$ cat config.mk
export PLATFORM = sky130hd
export DESIGN_NAME = lgx_unit
export DESIGN_NICKNAME = d
export VERILOG_FILES = /design/src/rtl/lgx_pkg.sv /design/src/rtl/lgx_bitwise.sv /design/src/rtl/lgx_immed.sv /design/src/rtl/lgx_sext.sv /design/src/rtl/lgx_cond.sv /design/src/rtl/lgx_unit.sv
export SDC_FILE = /design/constraint.sdc
export NUM_CORES = 1
export LEC_CHECK = 0
export BUFFER_PORTS_ARGS = -buffer_cell sky130_fd_sc_hd__buf_4
export CORE_MARGIN = 2
export CORE_UTILIZATION = 31
export CTS_BUF_LIST = sky130_fd_sc_hd__clkbuf_2
export DETAILED_ROUTE_END_ITERATION = 6
export SETUP_SLACK_MARGIN = 0.1
export SLEW_MARGIN = 20
export SYNTH_ARGS = -nofsm -noshare
export SYNTH_HDL_FRONTEND = slang
export SYNTH_HIERARCHICAL = 1
export SYNTH_SLANG_ARGS = --single-unit
$ cat constraint.sdc
create_clock -name clk -period 3.5 [get_ports clk]
set_clock_uncertainty 0.1 [all_clocks]
set_input_delay 1.05 -clock clk [delete_from_list [all_inputs] [get_ports clk]]
set_output_delay 1.05 -clock clk [all_outputs]
set_load 0.05 [all_outputs]
$ cat src/rtl/lgx_pkg.sv
package lgx_pkg;
  localparam int OPW = 4;

  typedef enum logic [OPW-1:0] {
    OP_AND   = 4'd0,
    OP_OR    = 4'd1,
    OP_XOR   = 4'd2,
    OP_NAND  = 4'd3,
    OP_NOR   = 4'd4,
    OP_EQV   = 4'd5,
    OP_ANDC  = 4'd6,
    OP_ORC   = 4'd7,
    OP_ANDIL = 4'd8,
    OP_ANDIH = 4'd9,
    OP_ORIL  = 4'd10,
    OP_ORIH  = 4'd11,
    OP_XORIL = 4'd12,
    OP_XORIH = 4'd13,
    OP_SEXTB = 4'd14,
    OP_SEXTH = 4'd15
  } lgx_op_e;

  typedef enum logic [1:0] {
    K_AND = 2'd0,
    K_OR  = 2'd1,
    K_XOR = 2'd2
  } lgx_kind_e;

  typedef struct packed {
    logic lt;
    logic gt;
    logic eq;
    logic so;
  } lgx_crf_t;
endpackage

$ cat src/rtl/lgx_bitwise.sv
module lgx_bitwise #(
  parameter int W = 32
) (
  input  logic [2:0]   sel_i,
  input  logic [W-1:0] a_i,
  input  logic [W-1:0] b_i,
  output logic [W-1:0] y_o
);
  import lgx_pkg::*;

  lgx_kind_e kind;
  logic      inv_b;
  logic      inv_y;
  logic [W-1:0] b_eff;
  logic [W-1:0] core;

  always_comb begin
    kind  = K_AND;
    inv_b = 1'b0;
    inv_y = 1'b0;
    unique case (sel_i)
      3'd0: kind = K_AND;
      3'd1: kind = K_OR;
      3'd2: kind = K_XOR;
      3'd3: begin kind = K_AND; inv_y = 1'b1; end
      3'd4: begin kind = K_OR;  inv_y = 1'b1; end
      3'd5: begin kind = K_XOR; inv_y = 1'b1; end
      3'd6: begin kind = K_AND; inv_b = 1'b1; end
      3'd7: begin kind = K_OR;  inv_b = 1'b1; end
      default: kind = K_AND;
    endcase
  end

  assign b_eff = inv_b ? ~b_i : b_i;

  genvar i;
  generate
    for (i = 0; i < W; i++) begin : g_bit
      logic r;
      always_comb begin
        unique case (kind)
          K_AND:   r = a_i[i] & b_eff[i];
          K_OR:    r = a_i[i] | b_eff[i];
          K_XOR:   r = a_i[i] ^ b_eff[i];
          default: r = 1'b0;
        endcase
      end
      assign core[i] = r ^ inv_y;
    end
  endgenerate

  assign y_o = core;
endmodule

$ cat src/rtl/lgx_immed.sv
module lgx_immed #(
  parameter int W  = 32,
  parameter int IW = 16
) (
  input  logic [2:0]    sel_i,
  input  logic [W-1:0]  a_i,
  input  logic [IW-1:0] imm_i,
  output logic [W-1:0]  y_o
);
  import lgx_pkg::*;

  logic [W-1:0] imm_lo;
  logic [W-1:0] imm_hi;
  logic [W-1:0] opnd;
  lgx_kind_e    kind;

  assign imm_lo = W'(imm_i);
  assign imm_hi = imm_lo << IW;
  assign opnd   = sel_i[0] ? imm_hi : imm_lo;

  always_comb begin
    unique case (sel_i[2:1])
      2'd0:    kind = K_AND;
      2'd1:    kind = K_OR;
      2'd2:    kind = K_XOR;
      default: kind = K_AND;
    endcase
  end

  always_comb begin
    unique case (kind)
      K_AND:   y_o = a_i & opnd;
      K_OR:    y_o = a_i | opnd;
      K_XOR:   y_o = a_i ^ opnd;
      default: y_o = '0;
    endcase
  end
endmodule

$ cat src/rtl/lgx_sext.sv
module lgx_sext #(
  parameter int W  = 32,
  parameter int BW = 8,
  parameter int HW = 16
) (
  input  logic         half_i,
  input  logic [W-1:0] a_i,
  output logic [W-1:0] y_o
);
  logic [W-1:0] ext_b;
  logic [W-1:0] ext_h;

  assign ext_b = {{(W-BW){a_i[BW-1]}}, a_i[BW-1:0]};
  assign ext_h = {{(W-HW){a_i[HW-1]}}, a_i[HW-1:0]};
  assign y_o   = half_i ? ext_h : ext_b;
endmodule

$ cat src/rtl/lgx_cond.sv
module lgx_cond #(
  parameter int W = 32
) (
  input  logic [W-1:0]       res_i,
  input  logic               so_i,
  output lgx_pkg::lgx_crf_t  crf_o
);
  logic zero;

  assign zero      = (res_i == '0);
  assign crf_o.lt  = res_i[W-1];
  assign crf_o.gt  = !res_i[W-1] && !zero;
  assign crf_o.eq  = zero;
  assign crf_o.so  = so_i;
endmodule

$ cat src/rtl/lgx_unit.sv
module lgx_unit #(
  parameter int XLEN = 32,
  parameter int IMMW = 16
) (
  input  logic            clk,
  input  logic            rst,
  input  logic            valid_i,
  input  logic [3:0]      op_i,
  input  logic            rec_i,
  input  logic [XLEN-1:0] a_i,
  input  logic [XLEN-1:0] b_i,
  input  logic [IMMW-1:0] imm_i,
  input  logic            so_i,
  output logic            valid_o,
  output logic [XLEN-1:0] result_o,
  output logic [3:0]      cond_o,
  output logic            cond_we_o
);
  import lgx_pkg::*;

  localparam int CRW = $bits(lgx_crf_t);

  typedef enum logic [1:0] {
    G_REG  = 2'd0,
    G_IMM  = 2'd1,
    G_SEXT = 2'd2
  } grp_e;

  grp_e         grp;
  logic [XLEN-1:0] y_reg;
  logic [XLEN-1:0] y_imm;
  logic [XLEN-1:0] y_sext;
  logic [XLEN-1:0] y_sel;
  lgx_crf_t     crf;
  logic         we_sel;

  always_comb begin
    if (!op_i[3])              grp = G_REG;
    else if (op_i[3:1] == 3'b111) grp = G_SEXT;
    else                       grp = G_IMM;
  end

  lgx_bitwise #(.W(XLEN)) u_bitwise (
    .sel_i (op_i[2:0]),
    .a_i   (a_i),
    .b_i   (b_i),
    .y_o   (y_reg)
  );

  lgx_immed #(.W(XLEN), .IW(IMMW)) u_immed (
    .sel_i (op_i[2:0]),
    .a_i   (a_i),
    .imm_i (imm_i),
    .y_o   (y_imm)
  );

  lgx_sext #(.W(XLEN)) u_sext (
    .half_i (op_i[0]),
    .a_i    (a_i),
    .y_o    (y_sext)
  );

  always_comb begin
    unique case (grp)
      G_REG:   y_sel = y_reg;
      G_IMM:   y_sel = y_imm;
      G_SEXT:  y_sel = y_sext;
      default: y_sel = y_reg;
    endcase
  end

  lgx_cond #(.W(XLEN)) u_cond (
    .res_i (y_sel),
    .so_i  (so_i),
    .crf_o (crf)
  );

  always_comb begin
    unique case (grp)
      G_IMM:   we_sel = (op_i[2:1] == 2'd0);
      default: we_sel = rec_i;
    endcase
  end

  always_ff @(posedge clk) begin
    if (rst) begin
      valid_o   <= 1'b0;
      cond_we_o <= 1'b0;
      result_o  <= '0;
      cond_o    <= '0;
    end else begin
      valid_o   <= valid_i;
      cond_we_o <= valid_i && we_sel;
      if (valid_i) begin
        result_o <= y_sel;
        cond_o   <= CRW'(crf);
      end
    end
  end
endmodule

==> qor.yml <==
run_status:
  status: "finished clean"
routing:
  drt_iter0_drc: 503
  routedWlPerCell_um: 17.5
  final_antenna_net_count: 0
  drt-total-wl_um: 29100
  drc: 0
  vias: 8840
  vias_per_cell: 5.31
  drtPass1Iterations: 7
sta:
  worstMarginPinSlew_ps: 973
  max-slew-margin-rel_pct: 35.0
  finalMaxSlewViolations: 0
  setup_viol: 0
  fin_crit_ps: 3340
  fmax_mhz: 299
  hold_viol: 0
  rsz0062_at_grt: "yes"
  fin_crit_sh_pct: 95.4
setup_path:
  cp_cell_sequence: "buf_4, nand2_8, clkbuf_16, xnor2_1, inv_1, ha_4, inv_1, a211o_1, o22ai_2, a311oi_2, nor2_2, nor2_1, nor4_2, buf_4, nand4_1, o21ba_1, mux2i_1, nor2_1"
  end_kind: "register"
  endpoint: "cond_o[2]$_SDFFE_PP0P_"
  crit_path_top_delay_cell: "a211o_1"
  critPathMaxStageDelay_ps: 310
  crit_required_ps: 3770
  cp-start-kind: "input port"
  r2r_setup_slack_ps: 2660
  timing.rr.end: "result_o[0]$_SDFFE_PP0P_"
  crit_arrival_ps: 3610
  cp_max_fo: 8
  crit_start: "op_i[2]"
  critical_path_class: "in2reg"
  r2r-start: "result_o[0]$_SDFFE_PP0P_"
  reg2regPathDepth: 2
synth:
  synth_flop_cell: "dfxtp_1"
  syn_area_um2: 8310
  yosys_warnings: 6
  synth_area_per_cell_um2: 7.46
  netlist_instances: 1115
  synth-seq-area-share_pct: 9.15
  synth_nets: 1334
  synth-seq-cells: 38
  synth_cell_type_count: 48
  synth_edf_count: 0
  async_reset_ff_share_pct: 0
power:
  cellPowerDensity_nw_per_um2: 225
  combPwrFrac_pct: 66.9
  switching_share_pct: 45.3
  seqPwrFrac_pct: 19.9
  p_int_mw: 1.36
  p_leak_nw: 5.45
  ir_worst_vdd_uv: 119
  power.total_mw: 2.48
  switchingPower_mw: 1.12
  p_clk_share_pct: 13.1
global_route:
  grt_pass1_wl_um: 44600
  overflow: 0
  antenna_found_initial: 1
  grt_use_total_pct: 19.7
  grt_max_degree: 38
  grt_pass1_vias: 8221
cts:
  postCtsHoldBufs: 0
  insertion_delay_ps: 450
  htreeDepth: 2
  cts.clk_slew.worst_paths_ps: 260
  cts_buffers: 5
  clock_path_buffers: 2
  clock-sinks: 38
  clock_tree.root_cell: "clkbuf_2"
  tritoncts: "yes"
placement:
  port_buffers: 126
  placed_area_um2: 10400
  dp_hpwl_um: 21800
  globalplace.congestion: 0.832
die:
  coreArea_um2: 26200
  fp.dieH_um: 168
  boundaryPins: 127
  fp.dieArea_um2: 28100
  rows: 59
  die-width_um: 168
  start_util_pct: 31.7
finish:
  nNetsFinal: 1546
  layout-drive-gt1-share_pct: 33.3
  syn_to_final_growth_pct: 32.5
  design_area_um2: 11000
run:
  drv_cap: 0
min_path:
  hold_path.class: "reg2reg"
[timing repair]
action,4_1_cts,5_1_grt
setup endpoints to repair,2,2
cloned,0,1
setup buffers,1,16
gates resized for setup,3,79
pin swaps,2,43
[cells in the mapped netlist, types with 2 or more instances]
cell type  count  area (um2)
inv_1        172         646
ha_1         130        1630
nor2_1        82         308
nand2_1       79         297
a22oi_1       65         488
o22ai_1       54         338
nand2b_1      53         332
buf_4         49         368
o211ai_1      47         353
buf_2         40         200
dfxtp_1       38         761
and3_1        32         200
xnor2_1       32         280
o32ai_1       31         272
a211oi_2      29         363
mux2i_1       19         190
nor2b_1       16         100
buf_6         15         169
o21ai_0       14        70.1
a211o_1       13         114
and4_1        13         114
clkbuf_1      13        48.8
nand3_1       13        65.1
a311oi_1      11        96.3
a221o_1        8        80.1
mux2_4         8         120
nor4_1         8        50.1
a211oi_1       4        30.0
a21oi_1        3        15.0
a221oi_1       2        17.5
a311oi_2       2        30.0
clkbuf_2       2        10.0
nand4_1        2        12.5
nor3_1         2        10.0
[worst min path at each step]
stage,from,end,cells past startpoint
6_report,result_o[24]$_SDFFE_PP0P_,result_o[24]$_SDFFE_PP0P_,2
5_1_grt,result_o[8]$_SDFFE_PP0P_,result_o[8]$_SDFFE_PP0P_,2
4_1_cts,result_o[11]$_SDFFE_PP0P_,result_o[11]$_SDFFE_PP0P_,2
3_5_place_dp,result_o[11]$_SDFFE_PP0P_,result_o[11]$_SDFFE_PP0P_,2
3_3_place_gp,cond_o[0]$_SDFFE_PP0P_,cond_o[0]$_SDFFE_PP0P_,2
2_1_floorplan,result_o[22]$_SDFFE_PP0P_,result_o[22]$_SDFFE_PP0P_,2
[through the flow]
step / worst slack (ps) / util (%) / TNS (ps) / std cells / hold slack (ps)
global route: 51.1 / 42.0 / 0 / 1664 / 439
detailed placement: -603 / 39.5 / -1070 / 1637 / 385
CTS: 109 / 39.9 / 0 / 1646 / 415
finish: 160 / 42.0 / 0 / 1664 / 413
global placement: -587 / 39.5 / -1020 / 1637 / 378
floorplan: 107 / - / 0 / 1115 / 608
[cells by family after synthesis]
logic type	after synthesis	synth area share, %
XOR/XNOR	32	3.37
flip-flops	38	9.15
AO/OA/AOI/OAI	291	28.2
buffers and inverters	292	17.4
AND/OR/NAND/NOR	305	18.6
multiplexers	27	3.73
adder cells (fa/ha/maj)	130	19.6
[layout make-up]
type,instances,area (um2)
clock buffer,5,25.0
antenna,1,2.50
inverter,173,649
timing repair buffer,324,2610
multi-input combinational,785,6500
clock inverter,3,45.0
fill,2663,15200
tap,335,419
sequential,38,761
[flip-flops by register name (all words and copies together), names as in the netlist]
name / cells
valid_o: 1
cond_o: 4
result_o: 32
cond_we_o: 1
[worst max-delay path: cells and delay by family]
| family | cells | cell delay [ps] |
|---|---|---|
| simple gates | 6 | 770 |
| fa+ha+maj | 1 | 150 |
| buf+inv | 5 | 650 |
| mux | 1 | 140 |
| compound gates | 4 | 690 |
| xor+xnor | 1 | 140 |
[placed cells by master, fill, tap and decap left out, types with 19 or more instances in the layout]
master and instances:
inv_1 169, buf_4 306, mux2i_1 19, a211oi_2 32
nand2_1 78, xnor2_1 19, a22oi_1 58, o32ai_1 31
o211ai_1 47, and3_1 32, dfxtp_1 38, ha_1 114
nand2b_1 53, nor2_1 79, o22ai_1 47
[routing by layer]
layer | track usage [%] | wire (um)
met5 | 0 | 0
met3 | 1.48 | 1430
met2 | 33.7 | 13800
met1 | 26.5 | 13000
met4 | 5.60 | 788
[power groups by stage]
stage	registers [mW]	logic, mW	clock network, mW
after floorplan	0.618	0.851	0
after global placement	0.503	1.50	0
after detailed placement	0.503	1.53	0
after CTS	0.495	1.54	0.339
after global routing	0.498	1.80	0.352
final	0.494	1.66	0.325
No activity file was read; power rests on OpenSTA's default activity.
